**config.mk**
```make
export PLATFORM = sky130hd
export DESIGN_NAME = lpc_mem_target
export DESIGN_NICKNAME = d
export VERILOG_FILES = /design/src/rtl/lpc_tgt_pkg.sv /design/src/rtl/lpc_nibble_shift.sv /design/src/rtl/lpc_win_decode.sv /design/src/rtl/lpc_wait_ctr.sv /design/src/rtl/lpc_mem_target.sv
export SDC_FILE = /design/constraint.sdc
export NUM_CORES = 1
export LEC_CHECK = 0
export ABC_AREA = 1
export BUFFER_PORTS_ARGS = -buffer_cell sky130_fd_sc_hd__buf_2
export CORE_AREA = 10 10 85 87
export CTS_CLUSTER_DIAMETER = 30
export DETAILED_ROUTE_END_ITERATION = 6
export DIE_AREA = 0 0 95 97
export GPL_TIMING_DRIVEN = 1
export PLACE_DENSITY_LB_ADDON = 0.12
export REMOVE_ABC_BUFFERS = 1
export SLEW_MARGIN = 20
export SYNTH_ARGS = -nofsm -noshare
export SYNTH_HDL_FRONTEND = slang
export SYNTH_SLANG_ARGS = --single-unit
```
**constraint.sdc**
```tcl
create_clock -name clk -period 4.75 [get_ports clk]
set_clock_uncertainty 0.05 [all_clocks]
set_input_delay 0.7125 -clock clk [delete_from_list [all_inputs] [get_ports clk]]
set_output_delay 0.7125 -clock clk [all_outputs]
set_load 0.01 [all_outputs]
```
**src/rtl/lpc_tgt_pkg.sv**
```systemverilog
package lpc_tgt_pkg;
  typedef enum logic [3:0] {
    ST_IDLE,
    ST_CTYPE,
    ST_ADDR,
    ST_WDATA,
    ST_TARH,
    ST_WAIT,
    ST_SYNC,
    ST_RDATA,
    ST_TART
  } lpc_state_e;

  localparam logic [3:0] NIB_START = 4'h0;
  localparam logic [3:0] NIB_READY = 4'h0;
  localparam logic [3:0] NIB_WAIT  = 4'h5;
  localparam logic [3:0] NIB_TURN  = 4'hF;
  localparam logic [1:0] MEM_KIND  = 2'b01;
endpackage

```
**src/rtl/lpc_nibble_shift.sv**
```systemverilog
module lpc_nibble_shift #(
  parameter int WIDTH     = 32,
  parameter bit MSB_FIRST = 1'b1
) (
  input  logic             clk,
  input  logic             rst,
  input  logic             load_en,
  input  logic [3:0]       nib,
  output logic [WIDTH-1:0] value,
  output logic [WIDTH-1:0] value_nxt
);
  logic [WIDTH-1:0] value_q;

  generate
    if (MSB_FIRST) begin : g_msb
      assign value_nxt = {value_q[WIDTH-5:0], nib};
    end else begin : g_lsb
      assign value_nxt = {nib, value_q[WIDTH-1:4]};
    end
  endgenerate

  always_ff @(posedge clk) begin
    if (rst) value_q <= '0;
    else if (load_en) value_q <= value_nxt;
  end

  assign value = value_q;
endmodule

```
**src/rtl/lpc_win_decode.sv**
```systemverilog
module lpc_win_decode #(
  parameter int               ADDR_W    = 32,
  parameter logic [ADDR_W-1:0] BASE     = 32'hFFF8_0000,
  parameter int               SPAN_LOG2 = 19
) (
  input  logic [ADDR_W-1:0] addr,
  output logic              hit
);
  localparam logic [ADDR_W-1:0] TAG_MASK = ~((ADDR_W'(1) << SPAN_LOG2) - ADDR_W'(1));

  assign hit = ((addr ^ BASE) & TAG_MASK) == '0;
endmodule

```
**src/rtl/lpc_wait_ctr.sv**
```systemverilog
module lpc_wait_ctr #(
  parameter int MAX_WAIT = 6
) (
  input  logic clk,
  input  logic rst,
  input  logic clear,
  input  logic inc,
  output logic at_limit
);
  localparam int CW = $clog2(MAX_WAIT + 2);
  localparam logic [CW-1:0] LIMIT = CW'(MAX_WAIT);

  logic [CW-1:0] cnt_q;

  assign at_limit = cnt_q >= LIMIT;

  always_ff @(posedge clk) begin
    if (rst) cnt_q <= '0;
    else if (clear) cnt_q <= CW'(1);
    else if (inc && !at_limit) cnt_q <= cnt_q + CW'(1);
  end


  wait_bound_chk: assert property (@(posedge clk) disable iff (rst)
    (MAX_WAIT > 0) |-> (cnt_q <= LIMIT));
endmodule

```
**src/rtl/lpc_mem_target.sv**
```systemverilog
module lpc_mem_target
  import lpc_tgt_pkg::*;
#(
  parameter logic [31:0] WIN_BASE      = 32'hFFF8_0000,
  parameter int          WIN_SPAN_LOG2 = 19,
  parameter int          MAX_WAIT      = 6
) (
  input  logic        clk,
  input  logic        rst,
  input  logic        frame_n,
  input  logic [3:0]  lad_in,
  output logic [3:0]  lad_out,
  output logic        lad_oe,
  output logic [31:0] be_addr,
  output logic [7:0]  be_wdata,
  output logic        be_wr,
  output logic        be_rd,
  input  logic [7:0]  be_rdata,
  input  logic        be_ready
);
  localparam int ADDR_W    = 32;
  localparam int DATA_W    = 8;
  localparam int ADDR_NIBS = ADDR_W / 4;
  localparam int DATA_NIBS = DATA_W / 4;
  localparam int TURN_CLKS = 2;
  localparam int CNT_W     = $clog2(ADDR_NIBS);
  localparam logic [CNT_W-1:0] ADDR_LAST = CNT_W'(ADDR_NIBS - 1);
  localparam logic [CNT_W-1:0] DATA_LAST = CNT_W'(DATA_NIBS - 1);
  localparam logic [CNT_W-1:0] TURN_LAST = CNT_W'(TURN_CLKS - 1);

  lpc_state_e       state_q, state_n;
  logic [CNT_W-1:0] cnt_q, cnt_n;
  logic             is_wr_q, is_wr_n;
  logic             issue_rd, issue_wr;
  logic             wait_clr, wait_inc, wait_full;
  logic             done_q;
  logic [7:0]       rdata_q;
  logic             win_hit;
  logic [31:0]      addr_nxt;
  logic [7:0]       wdata_nxt;
  logic             ready_now;
  logic             oe_d;
  logic [3:0]       out_d;

  lpc_nibble_shift #(.WIDTH(ADDR_W), .MSB_FIRST(1'b1)) i_addr_shift (
    .clk      (clk),
    .rst      (rst),
    .load_en  (state_q == ST_ADDR && frame_n),
    .nib      (lad_in),
    .value    (be_addr),
    .value_nxt(addr_nxt)
  );

  lpc_nibble_shift #(.WIDTH(DATA_W), .MSB_FIRST(1'b0)) i_data_shift (
    .clk      (clk),
    .rst      (rst),
    .load_en  (state_q == ST_WDATA && frame_n),
    .nib      (lad_in),
    .value    (be_wdata),
    .value_nxt(wdata_nxt)
  );

  lpc_win_decode #(.ADDR_W(ADDR_W), .BASE(WIN_BASE), .SPAN_LOG2(WIN_SPAN_LOG2)) i_win (
    .addr(addr_nxt),
    .hit (win_hit)
  );

  lpc_wait_ctr #(.MAX_WAIT(MAX_WAIT)) i_wait (
    .clk     (clk),
    .rst     (rst),
    .clear   (wait_clr),
    .inc     (wait_inc),
    .at_limit(wait_full)
  );

  assign ready_now = done_q | be_ready;

  // field sequencer: a low frame strobe overrides every state
  always_comb begin
    state_n  = state_q;
    cnt_n    = cnt_q;
    is_wr_n  = is_wr_q;
    issue_rd = 1'b0;
    issue_wr = 1'b0;
    wait_clr = 1'b0;
    wait_inc = 1'b0;
    if (!frame_n) begin
      state_n = (lad_in == NIB_START) ? ST_CTYPE : ST_IDLE;
      cnt_n   = '0;
    end else begin
      unique case (state_q)
        ST_IDLE: ;
        ST_CTYPE: begin
          cnt_n = '0;
          if (lad_in[3:2] == MEM_KIND) begin
            state_n = ST_ADDR;
            is_wr_n = lad_in[1];
          end else begin
            state_n = ST_IDLE;
          end
        end
        ST_ADDR: begin
          if (cnt_q == ADDR_LAST) begin
            cnt_n = '0;
            if (!win_hit) state_n = ST_IDLE;
            else if (is_wr_q) state_n = ST_WDATA;
            else begin
              state_n  = ST_TARH;
              issue_rd = 1'b1;
            end
          end else begin
            cnt_n = cnt_q + 1'b1;
          end
        end
        ST_WDATA: begin
          if (cnt_q == DATA_LAST) begin
            cnt_n    = '0;
            state_n  = ST_TARH;
            issue_wr = 1'b1;
          end else begin
            cnt_n = cnt_q + 1'b1;
          end
        end
        ST_TARH: begin
          if (cnt_q == TURN_LAST) begin
            cnt_n = '0;
            if (ready_now) state_n = ST_SYNC;
            else if (MAX_WAIT > 0) begin
              state_n  = ST_WAIT;
              wait_clr = 1'b1;
            end else begin
              state_n = ST_IDLE;
            end
          end else begin
            cnt_n = cnt_q + 1'b1;
          end
        end
        ST_WAIT: begin
          if (ready_now) state_n = ST_SYNC;
          else if (wait_full) state_n = ST_IDLE;
          else wait_inc = 1'b1;
        end
        ST_SYNC: begin
          cnt_n   = '0;
          state_n = is_wr_q ? ST_TART : ST_RDATA;
        end
        ST_RDATA: begin
          if (cnt_q == DATA_LAST) begin
            cnt_n   = '0;
            state_n = ST_TART;
          end else begin
            cnt_n = cnt_q + 1'b1;
          end
        end
        ST_TART: state_n = ST_IDLE;
        default: state_n = ST_IDLE;
      endcase
    end
  end

  // drive value for the next clock, derived from the next state
  always_comb begin
    oe_d  = 1'b0;
    out_d = NIB_TURN;
    unique case (state_n)
      ST_WAIT:  begin oe_d = 1'b1; out_d = NIB_WAIT;  end
      ST_SYNC:  begin oe_d = 1'b1; out_d = NIB_READY; end
      ST_RDATA: begin
        oe_d  = 1'b1;
        out_d = (cnt_n == '0) ? rdata_q[3:0] : rdata_q[7:4];
      end
      ST_TART:  begin oe_d = 1'b1; out_d = NIB_TURN;  end
      default:  ;
    endcase
  end

  always_ff @(posedge clk) begin
    if (rst) begin
      state_q <= ST_IDLE;
      cnt_q   <= '0;
      is_wr_q <= 1'b0;
      lad_oe  <= 1'b0;
      lad_out <= NIB_TURN;
      be_rd   <= 1'b0;
      be_wr   <= 1'b0;
    end else begin
      state_q <= state_n;
      cnt_q   <= cnt_n;
      is_wr_q <= is_wr_n;
      lad_oe  <= oe_d;
      lad_out <= out_d;
      be_rd   <= issue_rd;
      be_wr   <= issue_wr;
    end
  end

  // sticky completion flag and captured read byte
  always_ff @(posedge clk) begin
    if (rst) begin
      done_q  <= 1'b0;
      rdata_q <= '0;
    end else if (issue_rd || issue_wr) begin
      done_q <= 1'b0;
    end else if ((state_q == ST_TARH || state_q == ST_WAIT) && be_ready && !done_q) begin
      done_q  <= 1'b1;
      rdata_q <= be_rdata;
    end
  end


  wr_pulse_chk: assert property (@(posedge clk) disable iff (rst)
    be_wr |=> !be_wr);


  strobe_excl_chk: assert property (@(posedge clk) disable iff (rst)
    $onehot0({be_wr, be_rd}));


  abort_release_chk: assert property (@(posedge clk) disable iff (rst)
    !frame_n |=> !lad_oe);


  sync_lead_chk: assert property (@(posedge clk) disable iff (rst)
    $rose(lad_oe) |-> (lad_out == NIB_READY || lad_out == NIB_WAIT));


  rd_window_chk: assert property (@(posedge clk) disable iff (rst)
    (be_rd || be_wr) |-> (((be_addr ^ WIN_BASE) >> WIN_SPAN_LOG2) == '0));


  strobe_after_abort_chk: assert property (@(posedge clk) disable iff (rst)
    !frame_n |=> !(be_rd || be_wr));
endmodule

```
* Yosys cells after proc, flatten, opt, wreduce, memory -nomap -nowiden
Cells that the tools add are included.
Cells by class: add/subtract/negate cells 2, mux-type cells 39, bitwise gates (word level) 3, $lt $le $gt $ge 1, eq/ne operators 14, reduce and logical (&&, ||, !) cells 21
Operators by type and width (number):
- 2-to-1 mux 4 bit | 9
- zero test 32 bit | 1
- case mux 4 bit (8 select lines) | 1
- equality test 4 x 3 -> 1 bit, second input constant | 7
- 2-to-1 mux 1 bit | 20
- 2-to-1 mux 3 bit | 5
- inverter 13 bit | 1
- case mux 4 bit (3 select lines) | 1
- case mux 3 bit (3 select lines) | 1
- equality test 4 x 2 -> 1 bit, second input constant | 2
- zero test 4 bit | 2
- adder 3 x 1 -> 3 bit, second input constant | 2
- OR reduction 2 bit | 3
- logical AND 1 bit | 5
- equality test 4 x 1 -> 1 bit, second input constant | 1
- equality test 4 bit, second input constant | 1
- 2-to-1 mux 2 bit | 2
- OR reduction 4 bit | 1
- equality test 3 x 1 -> 1 bit, second input constant | 1
- equality test 3 bit, second input constant | 1
- >= comparator 3 bit, second input constant | 1
- zero test 3 bit | 1
- AND reduction 3 bit | 1
- OR reduction 3 bit | 1
- other kinds (7) | 9
Word-level totals: register bits after elaboration 67, input bits 16, logic and storage cells 93

* Depth between registers and ports, before layout
Gate-level depths: netlist (run 1).
word-level depth 9, gate-level depth with buffers 14, mapped depth without buffers 14

* Modules after synthesis
From an unflattened synthesis (run 1), not the netlist that was laid out.
Unflattened totals: cells, all modules 550, area, all modules 3606.0 sq um
Modules (own cells, without submodules):
- lpc_nibble_shift at i_addr_shift | cells an instance 235, sequential area each 640.6 sq um, times used 1, area each 1579.0 sq um
- lpc_mem_target | cells an instance 217, sequential area each 480.5 sq um, times used 1, area each 1387.6 sq um
- lpc_nibble_shift at i_data_shift | cells an instance 59, sequential area each 160.2 sq um, times used 1, area each 402.9 sq um
- lpc_wait_ctr | cells an instance 25, sequential area each 60.1 sq um, times used 1, area each 183.9 sq um
- lpc_win_decode | cells an instance 14, sequential area each 0.0 sq um, times used 1, area each 52.6 sq um

* Least setup slack after synthesis (run 1)
No wires, ideal clock.
path type input to register, start point input port frame_n, end point register i_addr_shift.value_q[31] (netlist: i_addr_shift.value[31]), library setup time 0.071 ns, cell stages on the path 5, data required time 4.629 ns, path slack 2.978 ns, data arrival time 1.651 ns, cell sequence buf_2 -> clkbuf_1 -> clkbuf_1 -> nand3_1 -> a21oi_1
On the way: cells in the longest elaborated chain, start to end 1
Ends and longest elaborated chain:
- start: declaration | RTL line lpc_mem_target.sv:10 | input logic frame_n,
- logical AND 1 bit | RTL line lpc_mem_target.sv:48 | .load_en (state_q == ST_ADDR && frame_n),
- end signal: assignment | RTL line lpc_nibble_shift.sv:24 | else if (load_en) value_q <= value_nxt;
- end: declaration | RTL line lpc_nibble_shift.sv:12 | logic [WIDTH-1:0] value_q;
Every way passes these cells. A chain may end at the register's enable or synchronous reset.

* Worst setup path in the final report (run 1)
start point register state_q[2], end point register i_addr_shift.value_q[26] (netlist: i_addr_shift.value[26])
On the way: cells in the longest elaborated chain, start to end 2
Ends and longest elaborated chain:
- start: declaration | RTL line lpc_mem_target.sv:31 | lpc_state_e state_q, state_n;
- start signal: assignment | RTL line lpc_mem_target.sv:187 | state_q <= state_n;
- equality test 4 x 2 -> 1 bit | RTL line lpc_mem_target.sv:48
- logical AND 1 bit | RTL line lpc_mem_target.sv:48
Every way passes these cells.

==> out/qor.yml, run 1 <==
status: "finished clean"
dieArea_mm2: 0.009215
synth_ff_type: "dfxtp_1"
slowest_stage: "nand2_1"
clkPwrFrac_pct: 43.7
ys_warn_count: 0
wl_mm: 7.233
fin_hold_ws_ns: 0.4046
clkSlewWorstSetupHoldPaths_ns: 0.07
worst_slack_ns: 2.190
rr_worst_depth: 6
cp.arrival_ns: 2.70
synth_top_cell_area_share_pct: 45.58
diodes: 0
synth_cells: 418
regArea_mm2: 0.001341
io_buffers: 62
first_iter_violations: 204
dp_cells: 532
grt_max_degree: 54
reg2reg_from: "state_q[2]"
internal_power_uw: 826.1
syn2layout_area_growth_pct: 17.22
grt_pass1_vias: 2582
final_nets: 491
switching_share_pct: 21.47
stdcell_count: 548
die_w_um: 95
fin_setup_tns_ns: 0
dr.pass1.iters: 4
clock.fmax_mhz: 390.7
rsz0062_at_grt: "no"
ctsHtreeMaxLevel: 3
final_area_mm2: 0.003450
yosys.area.top_type: "dfxtp_1"
drcViolationCount: 0
final_hold_viol_count: 0
final_core_util_pct: 63.03
cts.sink_count: 67
timing.rr.end: "i_addr_shift.value[26]"
drt-vias-per-instance: 5.172
cts_buffers: 9
synth-seq-cells: 67
hold_path.class: "reg -> reg"
synth_area_leaders: "dfxtp_1, nand2_1, nand3_1"
power_frac_comb_pct: 2.9
place_ws_ns: 2.103
setup_viol: 0
track_usage_pct: 16.21
start_util_pct: 53.77
max_cap_viol_count: 0
vias: 2834
cp_data_required_time_ns: 4.89
cts_buffer_depth: 2
slew_headroom_pct: 31.51
ys_seq_area_share_pct: 45.58
leakage_nw: 1.490
routedWlPerCell_um: 13.20
hold_end: "rdata_q[2]"
holdPathStages: 2
cts_setup_buffers: 0
ys_top_cells_by_count: "nand2_1, dfxtp_1, nand3_1"
fillers: 529
dp_hpwl_mm: 5.086
tightest_slew_ns: 1.025
layout-drive-gt1-share_pct: 19.96
antenna_found_initial: 0
path_cells: "nor2_1 -> nand2_2 -> clkinv_2 -> nand2_1 -> o21ai_0 -> a21oi_1"
p_switching_uw: 225.9
ios: 63
min_from: "rdata_q[2]"
cts_tree: "done"
vdd_drop_max_mv: 0.1910
fin_crit_sh_pct: 53.89
avgSynthCellArea_um2: 7.040
critPathMaxStageDelay_ns: 0.73
cp_max_fo: 34
ys_async_sr_fraction_pct: 0
placed_area_mm2: 0.003262
core_mm2: 0.005473
chipHeight_um: 97
synth_area_mm2: 0.002943
slew_viol_final: 0
cp-end-kind: "flop"
yosysMostFrequentCell: "nand2_1"
total_power_mw: 1.052
root_buffer: "clkbuf_8"
gp_congestion: 0.8927
powerDensity_mw_per_mm2: 305.0
cts.repair.resized: 0
rrSetupSlack_ns: 2.19
clk_latency_ns: 0.34
multi_input_area_mm2: 0.001388
p_seq_share_pct: 53.4
synth_edf_count: 0
fp-row-count: 27
grt_pass1_wl_mm: 12.24
grt-ovfl-total: 0
critPathLaunchType: "flop"
critPathKind: "reg -> reg"
ctsHoldBuffers: 0
post-route-min-period_ns: 2.560
ys_types: 23
final_antenna_net_count: 0
[final cells by class]
cell class                      count  area share, %
Timing Repair Buffer               63          9.213
Inverter                           33          3.627
Multi-Input combinational cell    297          40.22
Clock inverter                      2          1.016
Sequential cell                    67          38.88
Tap cell                           72          2.612
Clock buffer                       14          4.425
[how the worst max path moves through the flow]
stage | end | depth (start not counted) | from | slack (ns)
6_report | i_addr_shift.value[26] | 6 | state_q[2] | 2.19
4_1_cts | i_addr_shift.value[26] | 6 | state_q[2] | 2.23
3_5_place_dp | i_addr_shift.value[26] | 5 | frame_n | 2.10
5_1_grt | i_addr_shift.value[26] | 6 | state_q[2] | 1.96
3_3_place_gp | i_addr_shift.value[26] | 5 | frame_n | 2.15
2_1_floorplan | i_addr_shift.value[26] | 6 | state_q[2] | 2.78
[cell families after synthesis]
logic type | after synthesis | share of synthesized area (%)
AOI/OAI and AO/OA | 65 | 11.05
adders and majority gates | 4 | 1.701
buffers and inverters | 54 | 7.270
DFF | 67 | 45.58
and+or+nand+nor | 228 | 34.40
[cell usage in the layout (no fill, tap or decap), drive strengths merged]
| cell | Yosys | routed |
|---|---|---|
| nand3 | 61 | 61 |
| nand4 | 7 | 7 |
| a21oi | 52 | 52 |
| o21ai | 13 | 13 |
| nand2 | 107 | 107 |
| nor3 | 5 | 5 |
| inv | 31 | 31 |
| clkbuf | 12 | 14 |
| dfxtp | 67 | 67 |
| bufinv | 0 | 1 |
| or2 | 2 | 2 |
| nor2 | 45 | 45 |
| nor4 | 1 | 1 |
| buf | 9 | 63 |
| clkinv | 2 | 3 |
| ha | 4 | 4 |
[flip-flops by register name, indices dropped and copies added (netlist names)]
register / flops
state_q: 4
rdata_q: 8
lad_oe: 1
i_data_shift.value: 8
done_q: 1
is_wr_q: 1
lad_out: 4
be_wr: 1
i_addr_shift.value: 32
i_wait.cnt_q: 3
cnt_q: 3
be_rd: 1
[worst max-delay path: cells and delay by family, from the launching register on]
family                 cells  cell delay (ns)
AO/OA/AOI/OAI              2             0.45
AND/OR/NAND/NOR            3             1.21
flip-flops                 1             0.34
buffers and inverters      1             0.35
[metal layers]
metal	wire length, um	vias up	GRT usage, %
met2	3464	63	24.32
met5	0	-	0
met4	97	0	5.950
met1	3178	1291	20.53
met3	492	8	6.014
li1	-	1472	-
[power groups by stage]
| stage | Combinational [mW] | Clock [mW] | Sequential [mW] |
|---|---|---|---|
| 3_3_place_gp | 0.0300 | 0 | 0.575 |
| 2_1_floorplan | 0.00719 | 0 | 0.575 |
| 4_1_cts | 0.0304 | 0.474 | 0.562 |
| 3_5_place_dp | 0.0304 | 0 | 0.575 |
| 5_1_grt | 0.0340 | 0.502 | 0.562 |
| 6_report | 0.0305 | 0.459 | 0.562 |
Note: power is estimated with default switching activity, not from simulation.
==> inputs of run 2 (changes only) <==
--- a/config.mk
+++ b/config.mk
@@ -7,10 +7,10 @@
 export LEC_CHECK = 0
 export ABC_AREA = 1
 export BUFFER_PORTS_ARGS = -buffer_cell sky130_fd_sc_hd__buf_2
-export CORE_AREA = 10 10 85 87
+export CORE_AREA = 10 10 89 91
 export CTS_CLUSTER_DIAMETER = 30
 export DETAILED_ROUTE_END_ITERATION = 6
-export DIE_AREA = 0 0 95 97
+export DIE_AREA = 0 0 99 101
 export GPL_TIMING_DRIVEN = 1
 export PLACE_DENSITY_LB_ADDON = 0.12
 export REMOVE_ABC_BUFFERS = 1
==> constraint.sdc (replaced) <==
create_clock -name clk -period 2 [get_ports clk]
set_clock_uncertainty 0.05 [all_clocks]
set_input_delay 0.3 -clock clk [delete_from_list [all_inputs] [get_ports clk]]
set_output_delay 0.3 -clock clk [all_outputs]
set_load 0.01 [all_outputs]
==> out/qor.yml, run 2 (synthesis results as in run 1) <==
post-route-min-period_ns: 1.852
final_cell_mix: "nand2_1, dfxtp_1, buf_2"
chipHeight_um: 101
routedWlPerCell_um: 13.77
fin_hold_ws_ns: 0.1355
grt-ovfl-total: 0
die_w_um: 99
dp_cells: 544
wl_met3_um: 461
gp_congestion: 0.9335
grt_pass1_wl_mm: 12.87
first_iter_violations: 148
critPathLaunchType: "flop"
rr_worst_depth: 11
fin_crit_sh_pct: 92.58
clk_latency_ns: 0.34
tightest_slew_ns: 0.4403
io_buffers: 62
critPathKind: "reg -> reg"
multi_input_area_mm2: 0.001403
cp.arrival_ns: 2.02
core_mm2: 0.006205
cts_buffer_depth: 2
vdd_drop_max_mv: 0.4598
final_area_mm2: 0.003506
holdPathStages: 3
cts.sink_count: 67
cp_max_fo: 6
grt_max_degree: 39
start_util_pct: 47.43
final_hold_viol_count: 0
max_cap_viol_count: 0
fp-row-count: 29
final_nets: 498
stdcell_count: 560
syn2layout_area_growth_pct: 19.13
layout-drive-gt1-share_pct: 22.77
placed_area_mm2: 0.003321
powerDensity_mw_per_mm2: 687.2
dr.pass1.iters: 4
largest_register_ffs: 32
antenna_found_initial: 0
wl_met1_mm: 3.772
grt_pass1_vias: 2779
ctsHoldBuffers: 0
final_antenna_net_count: 0
leakage_nw: 1.522
ios: 63
ctsHtreeMaxLevel: 3
track_usage_pct: 15.35
setup_viol: 0
drt-vias-per-instance: 5.032
slew_viol_final: 0
clkSlewWorstSetupHoldPaths_ns: 0.07
dr.max_layer_used: "met4"
vias: 2818
slew_headroom_pct: 70.40
rsz0062_at_grt: "no"
final_common_cell: "nand2_1"
regArea_mm2: 0.001341
dp_hpwl_mm: 5.552
status: "finished clean"
cts_setup_buffers: 0
root_buffer: "clkbuf_8"
dieArea_mm2: 0.009999
diodes: 0
clock.fmax_mhz: 540.1
cts_tree: "done"
hold_path.class: "in -> reg"
cts.repair.resized: 0
cp_data_required_time_ns: 2.17
fin_setup_tns_ns: 0
met2WireLength_mm: 3.460
cp-end-kind: "flop"
drcViolationCount: 0
wl_mm: 7.709
fillers: 632
cts_buffers: 9
==> run 2: changes by cell type in the layout (fill, tap and decap cells not counted), sizes merged <==
| cell | previous run | this run |
|---|---|---|
| clkbuf | 14 | 11 |
| bufinv | 1 | 0 |
| clkinv | 3 | 7 |
| buf | 63 | 70 |
==> run 2: power by group <==
group	internal [mW]	total (mW)	leakage (nW)	switching (mW)
Clock	0.478	0.992	0.0928	0.515
Sequential	1.33	1.33	0.540	0.000714
Combinational	0.0225	0.0828	0.889	0.0602
Total	1.83	2.41	1.52	0.575
==> run 2: final cells by class <==
class	count	area share, %
tap	77	2.748
sequential	67	38.26
timing repair buffer	70	10.56
clock buffer	11	4.033
multi-input combinational	297	40.01
clock inverter	5	0.8208
inverter	33	3.569
==> run 2: worst max-delay path, stage by stage, from the launching register on <==
cell     delay, ns
dfxtp_1       0.34
ha_1          0.21
ha_2          0.20
or2_2         0.29
nor2_1        0.11
a21oi_1       0.05
nand2_1       0.08
nand2_2       0.10
nand3_2       0.12
nand2_1       0.06
nand3_1       0.08
nand2_1       0.05
==> run 2: through the flow <==
step                      utilization (%)  total power [mW]  worst slack (ns)
after floorplan                         -             1.382           0.02710
after global placement              53.52             1.448            0.1475
after detailed placement            53.52             1.448           0.08260
after CTS                           56.26             2.428           0.05789
after global routing                56.50             2.488           0.01480
final                               56.50             2.409            0.1485
==> run 2: worst paths after layout <==
check | slack [ns] | endpoint | start
hold / removal | 0.14 | rdata_q[7] | be_rdata[7]
setup reg to reg | 0.15 | lad_out[2] | cnt_q[0]
hold reg to reg | 0.41 | i_addr_shift.value[30] | i_addr_shift.value[30]
setup / recovery | 0.15 | lad_out[2] | cnt_q[0]
==> run 2: per-layer routing <==
layer	GRT usage, %	up-vias
li1	-	1479
met5	0	-
met4	5.513	0
met3	5.213	2
met2	23.90	64
met1	19.22	1273
